--- src/rtl/ffs_pkg.sv ---
package ffs_pkg;
  localparam int OpW = 4;

  localparam logic [OpW-1:0] OP_STORE     = 4'h1;
  localparam logic [OpW-1:0] OP_FLUSH_ALL = 4'h8;
  localparam logic [OpW-1:0] OP_FLUSH_INV = 4'h9;

  typedef enum logic {
    HS_IDLE,
    HS_WAIT
  } hsState_e;

  // strobes from control to datapath
  typedef struct packed {
    logic flushWant;
  } ctrlStrobe_t;
endpackage

--- src/rtl/ffs_ctrl.sv ---
module ffs_ctrl #(
  parameter bit FlushOnFence = 1'b1,
  parameter int TidW         = 3
) (
  input  logic                clk,
  input  logic                rstN,
  input  logic                fenceEvt,
  input  logic                fenceIEvt,
  input  logic                reqReady,
  input  logic                flushFwd,
  input  logic                rspValid,
  input  logic [TidW-1:0]     rspTid,
  output ffs_pkg::ctrlStrobe_t strobe,
  output logic                halt,
  output logic                flushAck,
  output logic                icacheFlush
);
  import ffs_pkg::*;

  hsState_e stateQ, stateD;
  logic     activeQ, activeD;
  logic     icQ;
  logic     fenceHit;
  logic     ack;

  assign fenceHit = FlushOnFence && (fenceEvt || fenceIEvt);

  always_comb begin
    stateD = stateQ;
    ack    = 1'b0;
    case (stateQ)
      HS_IDLE: if (activeQ && flushFwd && reqReady) stateD = HS_WAIT;
      HS_WAIT: begin
        if (rspValid && (rspTid == '0)) begin
          ack    = 1'b1;
          stateD = HS_IDLE;
        end
      end
      default: stateD = HS_IDLE;
    endcase
  end

  assign activeD = fenceHit || (activeQ && !ack);

  always_ff @(posedge clk or negedge rstN) begin
    if (!rstN) begin
      stateQ  <= HS_IDLE;
      activeQ <= 1'b0;
      icQ     <= 1'b0;
    end else begin
      stateQ  <= stateD;
      activeQ <= activeD;
      icQ     <= fenceIEvt;
    end
  end

  assign strobe.flushWant = (stateQ == HS_IDLE) && activeQ;
  assign halt             = FlushOnFence && activeQ;
  assign flushAck         = ack;
  assign icacheFlush      = icQ;

  assert_ack_single_R8 : assert property (@(posedge clk) disable iff (!rstN)
    flushAck |=> !flushAck);
  assert_halt_drop_R8 : assert property (@(posedge clk) disable iff (!rstN)
    (flushAck && !fenceHit) |=> !halt);
  assert_halt_hold_R7 : assert property (@(posedge clk) disable iff (!rstN)
    (halt && !flushAck) |=> halt);
  assert_req_hold_R6 : assert property (@(posedge clk) disable iff (!rstN)
    (strobe.flushWant && !(flushFwd && reqReady)) |=> strobe.flushWant);
  assert_icache_strobe_R3 : assert property (@(posedge clk) disable iff (!rstN)
    fenceIEvt |=> icacheFlush);
endmodule

--- src/rtl/ffs_datapath.sv ---
module ffs_datapath #(
  parameter bit InvalOnFlush = 1'b0,
  parameter int AddrW        = 32,
  parameter int DataW        = 64,
  parameter int TidW         = 3,
  parameter int SizeW        = 3
) (
  input  logic                     clk,
  input  logic                     rstN,
  input  ffs_pkg::ctrlStrobe_t     strobe,
  input  logic                     amoValid,
  input  logic [ffs_pkg::OpW-1:0]  amoOp,
  input  logic [AddrW-1:0]         amoAddr,
  input  logic [DataW-1:0]         amoData,
  input  logic [DataW/8-1:0]       amoBe,
  input  logic [SizeW-1:0]         amoSize,
  input  logic                     storeValid,
  input  logic [AddrW-1:0]         storeAddr,
  input  logic [DataW-1:0]         storeData,
  input  logic [DataW/8-1:0]       storeBe,
  input  logic [SizeW-1:0]         storeSize,
  output logic                     flushFwd,
  output logic                     reqValid,
  output logic [ffs_pkg::OpW-1:0]  reqOp,
  output logic [TidW-1:0]          reqTid,
  output logic                     reqNeedRsp,
  output logic                     reqPhysIdx,
  output logic [AddrW-1:0]         reqAddr,
  output logic [DataW-1:0]         reqData,
  output logic [DataW/8-1:0]       reqBe,
  output logic [SizeW-1:0]         reqSize
);
  import ffs_pkg::*;

  localparam logic [OpW-1:0] FlushOp = InvalOnFlush ? OP_FLUSH_INV : OP_FLUSH_ALL;

  logic amoFwd, storeFwd;

  assign amoFwd   = amoValid;
  assign storeFwd = storeValid && !amoValid;
  assign flushFwd = strobe.flushWant && !amoValid && !storeValid;
  assign reqValid = amoValid || storeValid || strobe.flushWant;

  always_comb begin
    reqOp      = FlushOp;
    reqTid     = '0;
    reqNeedRsp = 1'b1;
    reqPhysIdx = 1'b0;
    reqAddr    = '0;
    reqData    = '0;
    reqBe      = '0;
    reqSize    = '0;
    if (amoFwd) begin
      reqOp      = amoOp;
      reqTid     = '1;
      reqNeedRsp = 1'b1;
      reqPhysIdx = 1'b1;
      reqAddr    = amoAddr;
      reqData    = amoData;
      reqBe      = amoBe;
      reqSize    = amoSize;
    end else if (storeFwd) begin
      reqOp      = OP_STORE;
      reqTid     = '0;
      reqNeedRsp = 1'b0;
      reqPhysIdx = 1'b1;
      reqAddr    = storeAddr;
      reqData    = storeData;
      reqBe      = storeBe;
      reqSize    = storeSize;
    end
  end

  assert_one_source_R9 : assert property (@(posedge clk) disable iff (!rstN)
    $onehot0({amoFwd, storeFwd, flushFwd}));
  assert_flush_fields_R4 : assert property (@(posedge clk) disable iff (!rstN)
    flushFwd |-> (reqTid == '0 && reqNeedRsp && !reqPhysIdx && reqAddr == '0 && reqBe == '0));
  assert_flush_stable_R6 : assert property (@(posedge clk) disable iff (!rstN)
    (flushFwd && $past(flushFwd)) |-> $stable(reqOp));
endmodule

--- src/rtl/fence_flush_seq.sv ---
module fence_flush_seq #(
  parameter bit FlushOnFence = 1'b1,
  parameter bit InvalOnFlush = 1'b0,
  parameter int AddrW        = 32,
  parameter int DataW        = 64,
  parameter int TidW         = 3,
  parameter int SizeW        = 3
) (
  input  logic                    clk,
  input  logic                    rstN,
  input  logic                    fenceEvt,
  input  logic                    fenceIEvt,
  input  logic                    amoValid,
  input  logic [3:0]              amoOp,
  input  logic [AddrW-1:0]        amoAddr,
  input  logic [DataW-1:0]        amoData,
  input  logic [DataW/8-1:0]      amoBe,
  input  logic [SizeW-1:0]        amoSize,
  input  logic                    storeValid,
  input  logic [AddrW-1:0]        storeAddr,
  input  logic [DataW-1:0]        storeData,
  input  logic [DataW/8-1:0]      storeBe,
  input  logic [SizeW-1:0]        storeSize,
  input  logic                    reqReady,
  input  logic                    rspValid,
  input  logic [TidW-1:0]         rspTid,
  output logic                    reqValid,
  output logic [3:0]              reqOp,
  output logic [TidW-1:0]         reqTid,
  output logic                    reqNeedRsp,
  output logic                    reqPhysIdx,
  output logic [AddrW-1:0]        reqAddr,
  output logic [DataW-1:0]        reqData,
  output logic [DataW/8-1:0]      reqBe,
  output logic [SizeW-1:0]        reqSize,
  output logic                    icacheFlush,
  output logic                    halt,
  output logic                    flushAck
);
  ffs_pkg::ctrlStrobe_t strobe;
  logic                 flushFwd;

  ffs_ctrl #(
    .FlushOnFence(FlushOnFence),
    .TidW        (TidW)
  ) u_ctrl (
    .clk        (clk),
    .rstN       (rstN),
    .fenceEvt   (fenceEvt),
    .fenceIEvt  (fenceIEvt),
    .reqReady   (reqReady),
    .flushFwd   (flushFwd),
    .rspValid   (rspValid),
    .rspTid     (rspTid),
    .strobe     (strobe),
    .halt       (halt),
    .flushAck   (flushAck),
    .icacheFlush(icacheFlush)
  );

  ffs_datapath #(
    .InvalOnFlush(InvalOnFlush),
    .AddrW       (AddrW),
    .DataW       (DataW),
    .TidW        (TidW),
    .SizeW       (SizeW)
  ) u_dp (
    .clk       (clk),
    .rstN      (rstN),
    .strobe    (strobe),
    .amoValid  (amoValid),
    .amoOp     (amoOp),
    .amoAddr   (amoAddr),
    .amoData   (amoData),
    .amoBe     (amoBe),
    .amoSize   (amoSize),
    .storeValid(storeValid),
    .storeAddr (storeAddr),
    .storeData (storeData),
    .storeBe   (storeBe),
    .storeSize (storeSize),
    .flushFwd  (flushFwd),
    .reqValid  (reqValid),
    .reqOp     (reqOp),
    .reqTid    (reqTid),
    .reqNeedRsp(reqNeedRsp),
    .reqPhysIdx(reqPhysIdx),
    .reqAddr   (reqAddr),
    .reqData   (reqData),
    .reqBe     (reqBe),
    .reqSize   (reqSize)
  );
endmodule

--- config.mk ---
export PLATFORM = sky130hd
export DESIGN_NAME = fence_flush_seq
export DESIGN_NICKNAME = d
export VERILOG_FILES = /design/src/rtl/ffs_pkg.sv /design/src/rtl/ffs_ctrl.sv /design/src/rtl/ffs_datapath.sv /design/src/rtl/fence_flush_seq.sv
export SDC_FILE = /design/constraint.sdc
export NUM_CORES = 1
export LEC_CHECK = 0
export BUFFER_PORTS_ARGS = -buffer_cell sky130_fd_sc_hd__buf_2
export CORE_AREA = 2 2 135 137
export CTS_CLUSTER_SIZE = 28
export DETAILED_ROUTE_END_ITERATION = 7
export DIE_AREA = 0 0 137 139
export HOLD_SLACK_MARGIN = 0.06
export PLACE_DENSITY = 0.39
export SETUP_SLACK_MARGIN = 0.05
export SYNTH_ARGS = -nofsm -noshare
export SYNTH_HDL_FRONTEND = slang
export SYNTH_SLANG_ARGS = --single-unit
--- constraint.sdc ---
create_clock -name clk -period 1.3 [get_ports clk]
set_input_delay 0.26 -clock clk [delete_from_list [all_inputs] [get_ports clk]]
set_output_delay 0.26 -clock clk [all_outputs]
set_load 0.01 [all_outputs]
Yosys cells after proc, flatten, opt, wreduce, memory -nomap -nowiden
Index checks and enable logic that the tools add are counted.
W data, S select, Z words.
Word-level totals
  register bits: 3
  bits of input ports: 229
  output and inout bits: 120
  logic and storage cells: 40
Operators by class
  muxes and demuxes: 20
  bitwise gates (word level): 1
  reductions and logical operators: 16
Operators with widths (count)
  $mux W64: 2
  $mux W32: 2
  $mux W8: 2
  $mux W3: 3
  $logic_and A1 B1 Y1: 8
  $mux W1: 8
  $mux W4: 2
  $logic_or A1 B1 Y1: 4
  $logic_not A1 Y1: 3
  $logic_not A3 Y1: 1
  $pmux W1 S2: 1
  $not A1 Y1: 1

Depth between registers and ports, before layout
  depth in word-level cells: 8
  gate-level depth with buffers: 5
  mapped depth without buffers: 2

Modules after synthesis
A second synthesis with hierarchy kept.
Unflattened totals
  cell total of the unflattened synthesis: 374
  area total of the unflattened synthesis: 1754.2 µm²
Modules (own cells, without submodules)
  ffs_datapath: times used 1, cells an instance 363, area each 1612.8 µm², sequential area each 0.0 µm²
  ffs_ctrl: times used 1, cells an instance 11, area each 141.4 µm², sequential area each 75.1 µm²

Worst setup path after synthesis
OpenSTA, ideal clock, no wires.
  path type: input-to-output
  start: input port storeValid
  end: output port reqAddr[10]
  arrival: 0.918 ns
  required time: 1.040 ns
  slack: 0.122 ns
  cell stages on the path: 4
  path buffers: 2
  path through: buf_2 -> buf_2 -> nand2_1 -> o21ai_0
On the way
  cells in the longest elaborated chain, start to end: 3
RTL lines
  start, declared: RTL line fence_flush_seq.sv:19  | input logic storeValid,
  $logic_and A1 B1 Y1: RTL line ffs_datapath.sv:40  | assign storeFwd = storeValid && !amoValid;
  $mux W32: RTL line ffs_datapath.sv:62  | end else if (storeFwd) begin
  $mux W32: RTL line ffs_datapath.sv:53  | if (amoFwd) begin
  end, declared: RTL line fence_flush_seq.sv:32  | output logic [AddrW-1:0] reqAddr,
Every way passes these cells.

Final worst setup path
  start: input port amoValid
  end: output port reqData[52]
On the way
  cells in the longest elaborated chain, start to end: 4
RTL lines
  start, declared: RTL line fence_flush_seq.sv:13  | input logic amoValid,
  $logic_not A1 Y1: RTL line ffs_datapath.sv:40
  $logic_and A1 B1 Y1: RTL line ffs_datapath.sv:40
  $mux W64: RTL line ffs_datapath.sv:62
  $mux W64 *: RTL line ffs_datapath.sv:53
  end, declared: RTL line fence_flush_seq.sv:33  | output logic [DataW-1:0] reqData,
Mark *: on every way between the ends. The rest lies on a longest branch, timed or not.

==> run_results.csv <==
group,metric,value,unit
run_status,status,"finished, final reports clean",
setup_path,crit_path_start,"amoValid",
clock_network,cts_buffers,3,
synthesis,synth-compound-area-share,33.9,%
floorplanning,die_w,137,um
synthesis,synth_fa_ha_area_share,0,%
synthesis,yosys.area_share.simple,46.5,%
clock_network,cts_htree_levels,1,
synthesis,yosysSeqAreaShare,4.32,%
placement,gp_congestion,0.815,
setup_path,cp_cell_sequence,"buf_16, buf_12, clkbuf_16, o21ai_2, buf_2",
drt,via_per_inst,3.80,
setup_path,crit_fanout,12,
sta,timing.final.crit_share,97.8,%
setup_path,critical_path.top_delay_family,"buffers and inverters",
clock_network,cts_root_buf,"clkbuf_16",
floorplanning,dieArea,0.0190,mm^2
grt,grt_overflow,0,
setup_path,reg2reg_from,"u_ctrl.halt",
drt,dr.pass1.iters,4,
synthesis,synthXorXnorAreaFrac,0,%
final_layout,drive_above_1_share,63.3,%
drt,first_iter_violations,146,
grt,grt_pass1_wl,17.5,mm
final_layout,final_util,27.1,%
floorplanning,core,0.0177,mm^2
sta,maxSlewViolCount,0,
setup_path,crit_path_top_delay_cell,"clkbuf_16",
placement,hpwlAfterDp,9.53,mm
clock_network,cts_tree,"yes",
floorplanning,ios,349,
synthesis,synth_cell_types,19,
setup_path,required,1040,ps
floorplanning,start_util,9.84,%
synthesis,yosysWarnings,0,
synthesis,synth.avg_cell_area,4.76,um^2
clock_network,clkTransAtPathRegs,30,ps
clock_network,clk_latency,220,ps
sta,rsz0062_at_grt,"true",
final_layout,finalNetCount,973,
setup_path,worst-setup-path-type,"in2out",
grt,grt_max_degree,28,
synthesis,syn_area,0.00174,mm^2
drt,wl,12.7,mm
clock_network,clock-sinks,3,
synthesis,syn_nets,594,
sta,tightest_slew,216,ps
drt,postRouteAntennaNets,0,
placement,dp_cells,951,
grt,antenna_found_initial,0,
sta,fin_worst_skew,1.72,ps
setup_path,endpoint_kind,"output port",
synthesis,synth_cells,365,
drt,wl_per_cell,13.1,um
placement,port_buffers,348,
sta,setup_viol,0,
drt,drc,0,
grt,grt_pass1_vias,3329,
setup_path,cp-start-kind,"primary input",
sta,slew_headroom,85.5,%
floorplanning,die_y,139,um
sta,max_freq,787,MHz
min_path,min-delay-start,"fenceIEvt",
min_path,min_path_type,"in2reg",
grt,track_usage,11.5,%
job,cap_violations,0,
setup_path,path_buf_inv,4,
drt,dr_total_vias,3691,
final_layout,n_antenna_cell,0,
pwr,power_leakage,2.73,nW
pwr,vdd_drop_max,0.491,mV
synthesis,ys_ff_latch,3,
final_layout,final_cells,972,
synthesis,synth_top_family_by_area,"simple AND/OR/NAND/NOR gates",
setup_path,max_stage_delay,170,ps
synthesis,synth_mux_area_share,0.576,%
setup_path,worstPathArrival,1010,ps
clock_network,clockBufferDepth,2,
floorplanning,rows,49,
final_layout,areaGrowthSynthToFinish,176,%
pwr,powerDensity,466,mW/mm^2
sta,timing_hold_violations_final,0,
sta,fin_crit,1270,ps
==> layout by cell type, fill, tap and decap left out, types with 2 or more instances in the layout <==
master and n:
o21ai_0 14, bufbuf_16 2, buf_6 20, a22o_1 7
o21ai_1 57, nand2_2 18, inv_1 3, dfrtp_1 2
buf_12 9, buf_2 343, nand2_1 178, a21o_1 2
o21ai_2 30, buf_8 6, nand2_4 4, clkbuf_16 6
buf_16 7, buf_4 21, and2_1 3
==> cell usage after synthesis (all sizes together) <==
cell type	n	share of area, %
inv	3	0.65
o21ai	101	29
clkbuf	10	2.2
nor2	2	0.43
nor4b	1	0.50
buf	28	12
mux2i	1	0.58
and2	3	1.1
nor2b	1	0.36
a21o	2	0.86
nand4bb	1	0.65
a22o	7	3.5
dfrtp	3	4.3
nand2	200	43
a31oi	1	0.36
nor3	1	0.29
==> flip-flops by register name (all words and copies together), names as in the netlist <==
name,count
u_ctrl.stateQ,1
u_ctrl.halt,1
u_ctrl.icacheFlush,1
==> cells by family (layout without fill, tap and decap cells) <==
family | Yosys count | after routing
mux | 1 | 1
simple gates | 209 | 209
flops | 3 | 3
buf+inv | 41 | 419
compound gates | 111 | 111
==> per-layer routing <==
| layer | wire (um) | track usage, % | vias up |
|---|---|---|---|
| met5 | 0 | 0 | - |
| met4 | 27 | 0.977 | 0 |
| met3 | 818 | 1.17 | 2 |
| met2 | 6650 | 21.5 | 160 |
| met1 | 5230 | 14.6 | 1576 |
| li1 | - | - | 1953 |
==> worst register-to-register path, stage by stage (launching register included) <==
cell       delay [ps]
dfrtp_1           390
buf_4             150
nand4bb_1          80
mux2i_1            70
==> power by group <==
group          switching, W  leakage (nW)  internal (W)
logic              0.000759          2.66      0.000870
clock network     0.0000874        0.0382      0.000405
registers        0.00000945        0.0306      0.000103
total              0.000856          2.73       0.00138
==> final timing paths <==
kind                                 endpoint  slack (ps)  cells after the start
min in group asynchronous       u_ctrl.stateQ         360                      2
max in group asynchronous       u_ctrl.stateQ         820                      2
min                        u_ctrl.icacheFlush         170                      1
max                               reqData[52]          30                      5
min reg2reg                     u_ctrl.stateQ         520                      1
max reg2reg                     u_ctrl.stateQ         490                      3
==> final cells by class <==
| cell class | count | area, um^2 |
|---|---|---|
| clock buffer | 4 | 78.8 |
| fill | 2043 | 12900 |
| inverter | 3 | 11.3 |
| multi-input combinational | 321 | 1620 |
| sequential | 3 | 76.3 |
| tap | 229 | 287 |
| timing repair buffer | 412 | 2710 |
==> metrics by stage <==
stage	cell area (um^2)	worst slack [ps]	total power [W]	hold WS, ps	setup TNS (ps)
detailed placement	3990	-133	0.00144	56.7	-4510
floorplan	1740	122	0.000660	-35.6	0
finish	4790	29.1	0.00223	172	0
CTS	4420	3.32	0.00210	169	0
global placement	3990	-174	0.00145	60.0	-3520
global route	4790	0.459	0.00240	178	0
==> timing repair <==
action                                 CTS  global route
buffers inserted                         3             3
hold buffers                             1             0
setup endpoints to repair              113            99
endpoints found under the hold margin    3             0
cloned                                   7             4
resized for setup                       63           126
pin swaps                                2            23
Power figures use the tool's default switching activity.
